==> src/rtl/mw_pkg.sv <==
package mw_pkg;
    localparam int MW_DW     = 16;
    localparam int MW_CNT_W  = 5;
    localparam int MW_NSEL   = 4;
    localparam int MW_SEL_W  = 2;
    localparam int MW_CFG_W  = 6;
    localparam int MW_PAIR_W = 2 * MW_CFG_W;
    localparam int MW_ADDR_W = 2;
    localparam int MW_HALF_W = 3;

    // control/status bit positions
    localparam int CT_RDY    = 15;
    localparam int CT_BUSY   = 14;
    localparam int CT_GO     = 13;
    localparam int CT_CSEN   = 12;
    localparam int CT_SEL_LO = 10;
    localparam int CT_TX_LO  = 5;
    localparam int CT_RX_LO  = 0;

    localparam logic [MW_ADDR_W-1:0] A_DATA   = 2'd0;
    localparam logic [MW_ADDR_W-1:0] A_CTRL   = 2'd1;
    localparam logic [MW_ADDR_W-1:0] A_CFG_LO = 2'd2;
    localparam logic [MW_ADDR_W-1:0] A_CFG_HI = 2'd3;

    typedef struct packed {
        logic       rdy_chk;      // bit 5
        logic [1:0] div;          // bits 4:3
        logic       cs_hi;        // bit 2
        logic       launch_rise;  // bit 1
        logic       sample_fall;  // bit 0
    } sel_cfg_t;

    typedef enum logic [1:0] {ENG_IDLE, ENG_WAIT, ENG_SHIFT} eng_state_t;

    function automatic logic [MW_CNT_W-1:0] clamp_bits(input logic [MW_CNT_W-1:0] n);
        return (n > MW_CNT_W'(MW_DW)) ? MW_CNT_W'(MW_DW) : n;
    endfunction

    function automatic logic [MW_HALF_W-1:0] half_len(input logic [1:0] code);
        case (code)
            2'd0:    return 3'd1;
            2'd1:    return 3'd2;
            default: return 3'd4;
        endcase
    endfunction

    function automatic sel_cfg_t cfg_of(input logic [MW_PAIR_W-1:0] lo,
                                        input logic [MW_PAIR_W-1:0] hi,
                                        input logic [MW_SEL_W-1:0]  s);
        logic [MW_PAIR_W-1:0] pair;
        pair = s[1] ? hi : lo;
        return s[0] ? sel_cfg_t'(pair[MW_PAIR_W-1:MW_CFG_W]) : sel_cfg_t'(pair[MW_CFG_W-1:0]);
    endfunction
endpackage

==> src/rtl/mw_ctrl_regs.sv <==
module mw_ctrl_regs
    import mw_pkg::*;
#(
    parameter int DW  = MW_DW,
    parameter int CW  = MW_CNT_W,
    parameter int SW  = MW_SEL_W,
    parameter int PW  = MW_PAIR_W,
    parameter int AW  = MW_ADDR_W
) (
    input  logic          clk,
    input  logic          rst,
    input  logic          wr_en,
    input  logic          rd_en,
    input  logic [AW-1:0] addr,
    input  logic [DW-1:0] wdata,
    input  logic          busy,
    input  logic          rx_done,
    output logic          start,
    output logic          cs_en,
    output logic [SW-1:0] sel,
    output logic [CW-1:0] tx_cnt,
    output logic [CW-1:0] rx_cnt,
    output logic [PW-1:0] cfg_lo,
    output logic [PW-1:0] cfg_hi,
    output logic [DW-1:0] tx_word,
    output logic          rx_ready
);
    logic ctrl_wr, busy_eff, sel_clash, accept, rd_clr;

    assign ctrl_wr   = wr_en && (addr == A_CTRL);
    assign busy_eff  = busy || start;
    assign sel_clash = cs_en && wdata[CT_CSEN] && (wdata[CT_SEL_LO +: SW] != sel);
    assign accept    = ctrl_wr && !busy_eff && !sel_clash;
    assign rd_clr    = rd_en && (addr == A_DATA);

    always_ff @(posedge clk) begin
        if (rst) begin
            start    <= 1'b0;
            cs_en    <= 1'b0;
            sel      <= '0;
            tx_cnt   <= '0;
            rx_cnt   <= '0;
            cfg_lo   <= '0;
            cfg_hi   <= '0;
            tx_word  <= '0;
            rx_ready <= 1'b0;
        end else begin
            start <= 1'b0;
            if (wr_en && addr == A_DATA)   tx_word <= wdata;
            if (wr_en && addr == A_CFG_LO) cfg_lo  <= wdata[PW-1:0];
            if (wr_en && addr == A_CFG_HI) cfg_hi  <= wdata[PW-1:0];
            if (accept) begin
                cs_en  <= wdata[CT_CSEN];
                sel    <= wdata[CT_SEL_LO +: SW];
                tx_cnt <= wdata[CT_TX_LO +: CW];
                rx_cnt <= wdata[CT_RX_LO +: CW];
                start  <= wdata[CT_GO];
            end
            if (rx_done)
                rx_ready <= 1'b1;
            else if (rd_clr || (accept && wdata[CT_GO]))
                rx_ready <= 1'b0;
        end
    end

    // a start is only issued to an idle engine
    p_start_idle_r10: assert property (@(posedge clk) disable iff (rst)
        start |-> !busy);
    // a data read without a completing receive leaves the flag clear
    p_ready_clear_r9: assert property (@(posedge clk) disable iff (rst)
        (rd_en && addr == A_DATA && !rx_done) |=> !rx_ready);
endmodule

==> src/rtl/mw_shift_engine.sv <==
module mw_shift_engine
    import mw_pkg::*;
#(
    parameter int DW = MW_DW,
    parameter int CW = MW_CNT_W,
    parameter int HW = MW_HALF_W
) (
    input  logic          clk,
    input  logic          rst,
    input  logic          start,
    input  logic [CW-1:0] tx_bits,
    input  logic [CW-1:0] rx_bits,
    input  logic [DW-1:0] tx_word,
    input  sel_cfg_t      cfg,
    input  logic          tick,
    input  logic          sdi,
    output logic          busy,
    output logic          rx_done,
    output logic [DW-1:0] rx_word,
    output logic          sclk,
    output logic          sdo
);
    eng_state_t    st;
    logic          wr_mode, half_hi;
    logic          q_rdy, q_lr, q_sf;
    logic [1:0]    q_div;
    logic [CW-1:0] nbits, bitcnt, n_req;
    logic [HW-1:0] tcnt;
    logic [DW-1:0] tx_sh, rx_sh;
    logic          wr_req, half_end, unused_cfg;

    assign unused_cfg = cfg.cs_hi;
    assign wr_req     = (tx_bits != '0);
    assign n_req      = wr_req ? clamp_bits(tx_bits) : clamp_bits(rx_bits);
    assign half_end   = (tcnt == HW'(half_len(q_div) - 3'd1));
    assign busy       = (st != ENG_IDLE);
    assign rx_word    = rx_sh;

    always_ff @(posedge clk) begin
        if (rst) begin
            st      <= ENG_IDLE;
            wr_mode <= 1'b0;
            half_hi <= 1'b0;
            q_rdy   <= 1'b0;
            q_lr    <= 1'b0;
            q_sf    <= 1'b0;
            q_div   <= '0;
            nbits   <= '0;
            bitcnt  <= '0;
            tcnt    <= '0;
            tx_sh   <= '0;
            rx_sh   <= '0;
            sclk    <= 1'b0;
            sdo     <= 1'b0;
            rx_done <= 1'b0;
        end else begin
            rx_done <= 1'b0;
            case (st)
                ENG_IDLE: begin
                    if (start && n_req != '0) begin
                        st      <= ENG_WAIT;
                        wr_mode <= wr_req;
                        nbits   <= n_req;
                        q_rdy   <= cfg.rdy_chk;
                        q_lr    <= cfg.launch_rise;
                        q_sf    <= cfg.sample_fall;
                        q_div   <= cfg.div;
                        bitcnt  <= '0;
                        tcnt    <= '0;
                        half_hi <= 1'b0;
                        tx_sh   <= tx_word;
                        rx_sh   <= '0;
                    end
                end
                ENG_WAIT: begin
                    if (!q_rdy || !sdi) begin
                        st <= ENG_SHIFT;
                        if (wr_mode && !q_lr) begin
                            sdo   <= tx_sh[DW-1];
                            tx_sh <= tx_sh << 1;
                        end
                    end
                end
                ENG_SHIFT: begin
                    if (tick) begin
                        if (!half_end) begin
                            tcnt <= tcnt + 1'b1;
                        end else begin
                            tcnt <= '0;
                            if (!half_hi) begin
                                half_hi <= 1'b1;
                                sclk    <= 1'b1;
                                if (wr_mode && q_lr) begin
                                    sdo   <= tx_sh[DW-1];
                                    tx_sh <= tx_sh << 1;
                                end
                                if (!wr_mode && !q_sf)
                                    rx_sh <= {rx_sh[DW-2:0], sdi};
                            end else begin
                                half_hi <= 1'b0;
                                sclk    <= 1'b0;
                                if (!wr_mode && q_sf)
                                    rx_sh <= {rx_sh[DW-2:0], sdi};
                                if (bitcnt == nbits - 1'b1) begin
                                    st      <= ENG_IDLE;
                                    rx_done <= !wr_mode;
                                end else begin
                                    bitcnt <= bitcnt + 1'b1;
                                    if (wr_mode && !q_lr) begin
                                        sdo   <= tx_sh[DW-1];
                                        tx_sh <= tx_sh << 1;
                                    end
                                end
                            end
                        end
                    end
                end
                default: st <= ENG_IDLE;
            endcase
        end
    end

    // the serial clock only moves on a prescaler tick
    p_sclk_on_tick_r13: assert property (@(posedge clk) disable iff (rst)
        (sclk != $past(sclk)) |-> $past(tick));
    // no clock activity while waiting for data-in
    p_quiet_in_wait_r11: assert property (@(posedge clk) disable iff (rst)
        (st == ENG_WAIT) |-> !sclk);
    // the bit counter never runs past the clamped length
    p_count_range_r4: assert property (@(posedge clk) disable iff (rst)
        (st == ENG_SHIFT) |-> (bitcnt < nbits && nbits <= CW'(DW)));
    // receive completion coincides with return to idle
    p_done_idle_r9: assert property (@(posedge clk) disable iff (rst)
        rx_done |-> (st == ENG_IDLE && !sclk));
endmodule

==> src/rtl/mw_cs_drive.sv <==
module mw_cs_drive
    import mw_pkg::*;
#(
    parameter int NSEL = MW_NSEL,
    parameter int SW   = MW_SEL_W,
    parameter int PW   = MW_PAIR_W
) (
    input  logic            clk,
    input  logic            rst,
    input  logic            cs_en,
    input  logic [SW-1:0]   sel,
    input  logic [PW-1:0]   cfg_lo,
    input  logic [PW-1:0]   cfg_hi,
    output logic [NSEL-1:0] cs_o
);
    logic [NSEL-1:0] active;

    for (genvar i = 0; i < NSEL; i++) begin : g_sel
        sel_cfg_t c;
        logic     unused_fields;
        assign c             = cfg_of(cfg_lo, cfg_hi, SW'(i));
        assign unused_fields = ^{c.rdy_chk, c.div, c.launch_rise, c.sample_fall};
        assign active[i]     = cs_en && (sel == SW'(i));
        assign cs_o[i]       = active[i] ? c.cs_hi : ~c.cs_hi;
    end

    // at most one select line sits at its active level
    p_one_select_r7: assert property (@(posedge clk) disable iff (rst)
        $onehot0(active));
endmodule

==> src/rtl/mwire_master.sv <==
module mwire_master
    import mw_pkg::*;
#(
    parameter int DW   = MW_DW,
    parameter int NSEL = MW_NSEL,
    parameter int AW   = MW_ADDR_W
) (
    input  logic            clk,
    input  logic            rst,
    input  logic            tick,
    input  logic [AW-1:0]   bus_addr,
    input  logic            bus_wr,
    input  logic            bus_rd,
    input  logic [DW-1:0]   bus_wdata,
    output logic [DW-1:0]   bus_rdata,
    input  logic            sdi,
    output logic            sclk,
    output logic            sdo,
    output logic [NSEL-1:0] cs_o
);
    localparam int CW = MW_CNT_W;
    localparam int SW = MW_SEL_W;
    localparam int PW = MW_PAIR_W;

    logic          start, cs_en, rx_ready, eng_busy, rx_done, busy_any;
    logic [SW-1:0] sel;
    logic [CW-1:0] tx_cnt, rx_cnt;
    logic [PW-1:0] cfg_lo, cfg_hi;
    logic [DW-1:0] tx_word, rx_word;
    sel_cfg_t      cur_cfg;

    assign cur_cfg  = cfg_of(cfg_lo, cfg_hi, sel);
    assign busy_any = eng_busy || start;

    mw_ctrl_regs #(.DW(DW), .CW(CW), .SW(SW), .PW(PW), .AW(AW)) u_regs (
        .clk(clk), .rst(rst), .wr_en(bus_wr), .rd_en(bus_rd), .addr(bus_addr),
        .wdata(bus_wdata), .busy(eng_busy), .rx_done(rx_done), .start(start),
        .cs_en(cs_en), .sel(sel), .tx_cnt(tx_cnt), .rx_cnt(rx_cnt),
        .cfg_lo(cfg_lo), .cfg_hi(cfg_hi), .tx_word(tx_word), .rx_ready(rx_ready)
    );

    mw_shift_engine #(.DW(DW), .CW(CW)) u_eng (
        .clk(clk), .rst(rst), .start(start), .tx_bits(tx_cnt), .rx_bits(rx_cnt),
        .tx_word(tx_word), .cfg(cur_cfg), .tick(tick), .sdi(sdi), .busy(eng_busy),
        .rx_done(rx_done), .rx_word(rx_word), .sclk(sclk), .sdo(sdo)
    );

    mw_cs_drive #(.NSEL(NSEL), .SW(SW), .PW(PW)) u_cs (
        .clk(clk), .rst(rst), .cs_en(cs_en), .sel(sel),
        .cfg_lo(cfg_lo), .cfg_hi(cfg_hi), .cs_o(cs_o)
    );

    always_comb begin
        case (bus_addr)
            A_DATA:   bus_rdata = rx_word;
            A_CTRL:   bus_rdata = {rx_ready, busy_any, 1'b0, cs_en, sel, tx_cnt, rx_cnt};
            A_CFG_LO: bus_rdata = DW'(cfg_lo);
            default:  bus_rdata = DW'(cfg_hi);
        endcase
    end
endmodule

==> config.mk <==
export PLATFORM = sky130hd
export DESIGN_NAME = mwire_master
export DESIGN_NICKNAME = d
export VERILOG_FILES = /design/src/rtl/mw_pkg.sv /design/src/rtl/mw_ctrl_regs.sv /design/src/rtl/mw_shift_engine.sv /design/src/rtl/mw_cs_drive.sv /design/src/rtl/mwire_master.sv
export SDC_FILE = /design/constraint.sdc
export NUM_CORES = 1
export LEC_CHECK = 0
export ABC_AREA = 1
export BUFFER_PORTS_ARGS = -buffer_cell sky130_fd_sc_hd__buf_2
export CORE_MARGIN = 8
export CORE_UTILIZATION = 40
export DETAILED_ROUTE_END_ITERATION = 12
export SKIP_CTS_REPAIR_TIMING = 1
export SLEW_MARGIN = 5
export SYNTH_ARGS = -nofsm -noshare
export SYNTH_HDL_FRONTEND = slang
export SYNTH_SLANG_ARGS = --single-unit
==> constraint.sdc <==
create_clock -name clk -period 4.3 [get_ports clk]
set_clock_uncertainty 0.15 [all_clocks]
set_input_delay 0.645 -clock clk [delete_from_list [all_inputs] [get_ports clk]]
set_output_delay 0.645 -clock clk [all_outputs]
set_load 0.02 [all_outputs]
======== After elaboration in Yosys (flattened, before gate mapping) ========
Cells that the tools add are included.
storage, ports and cells
  bits of input ports ..................... 24
  memory bits (read-only) ................. 0
  memory bits (writable) .................. 0
  memories ................................ 0
  latch bits .............................. 0
  register bits ........................... 112
cells by class
  $add $sub $neg .......................... 4
  bitwise logic cells ..................... 10
  magnitude comparators ................... 2
  multiplexer cells ....................... 59
  reductions and logical operators ........ 51
  shift operators ......................... 0
  multiply operators ...................... 0
  equality and inequality tests ........... 23
  div/mod/pow operators ................... 0
operators with widths
  cell                                                                      count
  16-bit 2-to-1 mux                                                         14
  16-bit one-hot mux with 3 select lines                                    2
  5-bit 2-to-1 mux                                                          8
  16-bit one-hot mux with 2 select lines                                    1
  6-bit AND reduction                                                       4
  1-bit logical AND                                                         19
  1-bit 2-to-1 mux                                                          17
  12-bit 2-to-1 mux                                                         1
  2-bit 2-to-1 mux                                                          6
  3-bit one-hot mux with 2 select lines                                     2
  2-bit == test (second input constant)                                     5
  5-bit greater-than comparator (second input constant)                     2
  2-bit by 1-bit inequality test with 1-bit output (second input constant)  5
  1-bit NOT                                                                 10
  5-bit one-hot mux with 2 select lines                                     1
  5-bit nonzero test                                                        2
  3-bit 2-to-1 mux                                                          3
  2-bit by 1-bit == test with 1-bit output (second input constant)          4
  2-bit logical NOT                                                         4
  2-bit nonzero test                                                        4
  1-bit logical NOT                                                         7
  7-bit AND reduction                                                       1
  6-bit 2-to-1 mux                                                          1
  3-bit by 1-bit inequality test with 1-bit output (second input constant)  2
  other kinds (18)                                                          24

======== Longest topological paths before layout ========
  depth in word-level cells ............... 9
  gate-level depth with buffers ........... 16
  depth with buffers taken out ............ 15

======== Hierarchy ========
From an unflattened synthesis, not the netlist that was laid out.
second synthesis, totals
  cells, all modules ...................... 1004
  area, all modules ....................... 6485.0 µm²
by module, submodules not included
  module           instances  seq. area each (µm²)  area an instance (µm²)  cells an instance
  mw_shift_engine  1          1141.1                3597.2                  582
  mw_ctrl_regs     1          1101.1                2083.2                  257
  mwire_master     1          0.0                   698.2                   141
  mw_cs_drive      1          0.0                   106.4                   24

======== Worst setup path before layout ========
OpenSTA, ideal clock, no wires.
  path kind ............................... input port to output port
  from .................................... in bus_addr[1]
  to ...................................... out bus_rdata[2]
  slack ................................... 1.952 ns
  arrival ................................. 1.553 ns
  buffers on the path ..................... 1
  cell stages on the path ................. 7
  cells stage by stage .................... inv_1 nor2_1 clkbuf_1 inv_1 o22ai_1 a21oi_1 o21ai_0
on the way
  cells in the longest elaborated chain, start to end .. 2
ends and longest elaborated chain
  element                                     RTL line            source
  start, declared                             mwire_master.sv:11  input logic [AW-1:0] bus_addr,
  2-bit == test (tied with other cells)       mwire_master.sv:54  case (bus_addr)
  16-bit one-hot mux with 3 select lines (*)  mwire_master.sv:54
  end, declared                               mwire_master.sv:15  output logic [DW-1:0] bus_rdata,
Mark *: on every way between the ends. The rest lies on a longest branch, timed or not.

======== Final worst setup path ========
  from .................................... reg u_eng.st[0]
  to ...................................... reg u_eng.rx_sh[10] (netlist: u_eng.rx_word[10])
on the way
  cells in the longest elaborated chain, start to end .. 3
ends and longest elaborated chain
  element                                                                                    RTL line                source
  start, declared                                                                            mw_shift_engine.sv:23   eng_state_t st;
  start signal, assigned                                                                     mw_shift_engine.sv:41   st <= ENG_IDLE;
  start signal, assigned                                                                     mw_shift_engine.sv:61   st <= ENG_WAIT;
  start signal, assigned                                                                     mw_shift_engine.sv:77   st <= ENG_SHIFT;
  2-bit == test or 2-bit logical NOT (tied branches)                                         mw_shift_engine.sv:58   case (st)
  3-bit by 1-bit inequality test with 1-bit output (no source line) (tied with other cells)  n/a
  6-bit AND reduction (no source line)                                                       n/a
  end signal, assigned                                                                       mw_shift_engine.sv:98   rx_sh <= {rx_sh[DW-2:0], sdi};
  end signal, assigned                                                                       mw_shift_engine.sv:103  rx_sh <= {rx_sh[DW-2:0], sdi};
  end, declared                                                                              mw_shift_engine.sv:29   logic [DW-1:0] tx_sh, rx_sh;
Parallel ways exist; a longest one is shown, timed or not.
A chain may end at the register's enable or synchronous reset.

==> summary.json <==
{
  "outcome": {"value": "completed"},
  "die_width": {"value": 136, "unit": "um"},
  "synth_seq_area_share": {"value": 38.7, "unit": "%"},
  "number_of_hold_violations_in_the_final_report": {"value": 0},
  "multi_input_area": {"value": 2910, "unit": "um^2"},
  "ys.flop_type": {"value": "dfxtp_1"},
  "initial_utilization": {"value": 40.3, "unit": "%"},
  "timing.setup.critical_path_class": {"value": "register to register"},
  "clock_path_buffers": {"value": 2},
  "antenna_cells": {"value": 0},
  "drive_gt1_share": {"value": 8.91, "unit": "%"},
  "whs": {"value": 0.330, "unit": "ns"},
  "detailed_route_via_count": {"value": 5548},
  "syn-mean-instance-area": {"value": 6.63, "unit": "um^2"},
  "synth_warnings": {"value": 0},
  "lkg_pwr": {"value": 2.83, "unit": "nW"},
  "stdcell_area": {"value": 6410, "unit": "um^2"},
  "cts_sink_cnt": {"value": 112},
  "number_of_enable_flip_flop_cells_after_synthesis": {"value": 0},
  "critical_path.max_fanout": {"value": 32},
  "topRoutingLayerUsed": {"value": "met4"},
  "detailedRoute.firstPassIterationCount": {"value": 6},
  "cts_inserted_buffers": {"value": 9},
  "detailroute.wirelength.met2": {"value": 7.14, "unit": "mm"},
  "rsz0062_at_grt": {"value": "no"},
  "synth_most_common_cell": {"value": "nand2_1"},
  "power_density": {"value": 515, "unit": "nW/um^2"},
  "grt_max_degree": {"value": 36},
  "port_buffers": {"value": 45},
  "period_share": {"value": 71.3, "unit": "%"},
  "crit_path_end": {"value": "u_eng.rx_word[10]"},
  "rows": {"value": 44},
  "layout.nets": {"value": 925},
  "async_flop_share": {"value": 0, "unit": "%"},
  "netlist_top_cells_count": {"value": "171 x nand2_1, 119 x inv_1, 117 x nor2_1"},
  "rr_worst_depth": {"value": 7},
  "postSynthCellCount": {"value": 874},
  "cap_viol_max_count": {"value": 0},
  "totalWireLength": {"value": 16.4, "unit": "mm"},
  "arrival": {"value": 3.17, "unit": "ns"},
  "ios": {"value": 46},
  "tightestPinTransition": {"value": 0.945, "unit": "ns"},
  "clk-insertion-delay-late": {"value": 0.36, "unit": "ns"},
  "achievable-frequency": {"value": 0.326, "unit": "GHz"},
  "detail_route.wl_per_cell": {"value": 15.2, "unit": "um"},
  "grt_use_total": {"value": 18.3, "unit": "%"},
  "overflow": {"value": 0},
  "met3WireLength": {"value": 1.00, "unit": "mm"},
  "critical_path.endpoint_type": {"value": "register"},
  "clock-root-buffer": {"value": "clkbuf_16"},
  "post_synth_instance_area": {"value": 5800, "unit": "um^2"},
  "r2r_slack": {"value": 1.24, "unit": "ns"},
  "die_height": {"value": 136, "unit": "um"},
  "first_pass_grt_wire_length": {"value": 26.9, "unit": "mm"},
  "syn-num-nets": {"value": 906},
  "wirelength_met1": {"value": 8.02, "unit": "mm"},
  "cell_type_with_the_highest_aggregate_area_in_the_netlist": {"value": "dfxtp_1"},
  "dpl.hpwl": {"value": 11.7, "unit": "mm"},
  "postPlaceCellArea": {"value": 6100, "unit": "um^2"},
  "start_kind": {"value": "register"},
  "number_of_nets_with_antenna_violations_after_detailed_routing": {"value": 0},
  "netlist.area_leader.share": {"value": 38.7, "unit": "%"},
  "setup_viol": {"value": 0},
  "fillers": {"value": 1501},
  "maxSlewHeadroom": {"value": 37.0, "unit": "%"},
  "core_footprint": {"value": 14400, "unit": "um^2"},
  "timing.critical_path.from": {"value": "u_eng.st[0]"},
  "yosys_register_bits": {"value": 112},
  "synthDistinctLibCells": {"value": 37},
  "post_synth_main_area_contributors": {"value": "dfxtp_1 39%, nand2_1 11%, o21ai_0 8.5%"},
  "final-seq-area": {"value": 2240, "unit": "um^2"},
  "detail_route.drc_violations": {"value": 0},
  "tns": {"value": 0, "unit": "ns"},
  "slew_violations": {"value": 0},
  "ir_worst_vdd": {"value": 0.223, "unit": "mV"},
  "via_count_of_the_first_global_routing_pass": {"value": 5077},
  "avgViaCountPerCell": {"value": 5.13},
  "fin_crit": {"value": 3.06, "unit": "ns"},
  "hold_path.class": {"value": "register to register"},
  "cp.required": {"value": 4.41, "unit": "ns"},
  "antenna_found_initial": {"value": 0},
  "clock_tree.htree_level_count": {"value": 3},
  "cts.reportedPaths.clkPinSlew": {"value": 0.08, "unit": "ns"},
  "detailedRoute.firstIterationViolations": {"value": 589},
  "routability_driven_placement_congestion_ratio": {"value": 0.941},
  "cts_tree": {"value": "done"},
  "r2r_start": {"value": "u_eng.st[0]"},
  "rr_endpoint": {"value": "u_eng.rx_word[10]"},
  "syn_to_final_growth": {"value": 10.6, "unit": "%"},
  "fp.dieArea": {"value": 18600, "unit": "um^2"}
}
## area by class of cell
| class | instances | area share [%] |
|---|---|---|
| clock inverters | 7 | 1.35 |
| repair buffers | 50 | 4.10 |
| flip-flops and latches | 112 | 35.0 |
| inverters | 122 | 7.14 |
| clock buffers | 9 | 3.51 |
| well taps | 184 | 3.59 |
| multi-input cells | 598 | 45.4 |
## cell families after synthesis
kind of cell	synth area share, %
adder cells (fa/ha/maj)	1.73
flip-flops	38.7
AO/OA/AOI/OAI	22.4
buffers and inverters	11.1
XOR/XNOR	1.81
AND/OR/NAND/NOR	24.2
## flip-flops by register name, indices dropped and copies added, names as in the netlist, 2 cells and up
register        cells
u_eng.tx_sh        16
u_eng.bitcnt        5
u_regs.cfg_hi      12
u_regs.sel          2
u_eng.rx_word      16
u_regs.tx_word     16
u_eng.nbits         5
u_eng.st            2
u_regs.tx_cnt       5
u_eng.q_div         2
u_eng.tcnt          3
u_regs.cfg_lo      12
u_regs.rx_cnt       5
## where the power goes
group / switching, mW / internal (mW) / total (mW) / leakage, nW
Sequential: 0.135 / 1.22 / 1.35 / 0.912
Combinational: 0.714 / 0.372 / 1.09 / 1.77
Clock: 0.451 / 0.417 / 0.869 / 0.150
Total: 1.30 / 2.01 / 3.31 / 2.83
## cell usage in the layout, fill, tap and decap left out, types with 3 or more instances in the layout
| master | count |
|---|---|
| nand2_1 | 171 |
| inv_1 | 118 |
| nor2_1 | 117 |
| dfxtp_1 | 112 |
| o21ai_0 | 98 |
| a21oi_1 | 85 |
| buf_2 | 45 |
| nand3_1 | 38 |
| o22ai_1 | 20 |
| a221oi_1 | 10 |
| xor2_1 | 10 |
| clkbuf_16 | 9 |
| ha_1 | 8 |
| o21bai_1 | 6 |
| o2111ai_1 | 5 |
| buf_4 | 5 |
| nor2_2 | 4 |
| a31oi_1 | 3 |
| nor3_1 | 3 |
| clkinv_8 | 3 |
## through the flow
stage,worst slack [ns],cells,utilization [%],total power [mW]
2_1_floorplan,1.95,874,-,2.21
3_3_place_gp,1.27,1066,42.5,2.45
3_5_place_dp,1.19,1066,42.5,2.45
4_1_cts,1.18,1082,44.6,3.33
5_1_grt,0.936,1082,44.6,3.56
6_report,1.24,1082,44.6,3.31
## how the worst min path moves through the flow
stage,from,to,slack [ns],cells after the start
detailed placement,u_eng.rx_done,u_regs.rx_ready,0.31,2
global route,u_eng.sdo,u_eng.sdo,0.36,2
finish,u_eng.rx_done,u_regs.rx_ready,0.33,2
floorplan,u_eng.rx_done,u_regs.rx_ready,0.26,2
CTS,u_regs.tx_word[0],u_regs.tx_word[0],0.33,2
global placement,u_eng.rx_done,u_regs.rx_ready,0.29,2
## per-layer routing
metal / up-vias / GRT usage [%]
met4: 0 / 5.25
met1: 2522 / 25.3
li1: 2879 / -
met2: 130 / 27.4
met5: - / 0
met3: 17 / 4.62
## worst max-delay path: stages, from the launching register on
cell and delay [ns]:
dfxtp_1 0.34, inv_1 0.10, ha_1 0.78, nand2_1 0.16, o21ai_1 0.28, nand4_2 0.69
o21bai_1 0.39, nor2_1 0.06
Note: power is estimated with default switching activity, not from simulation.
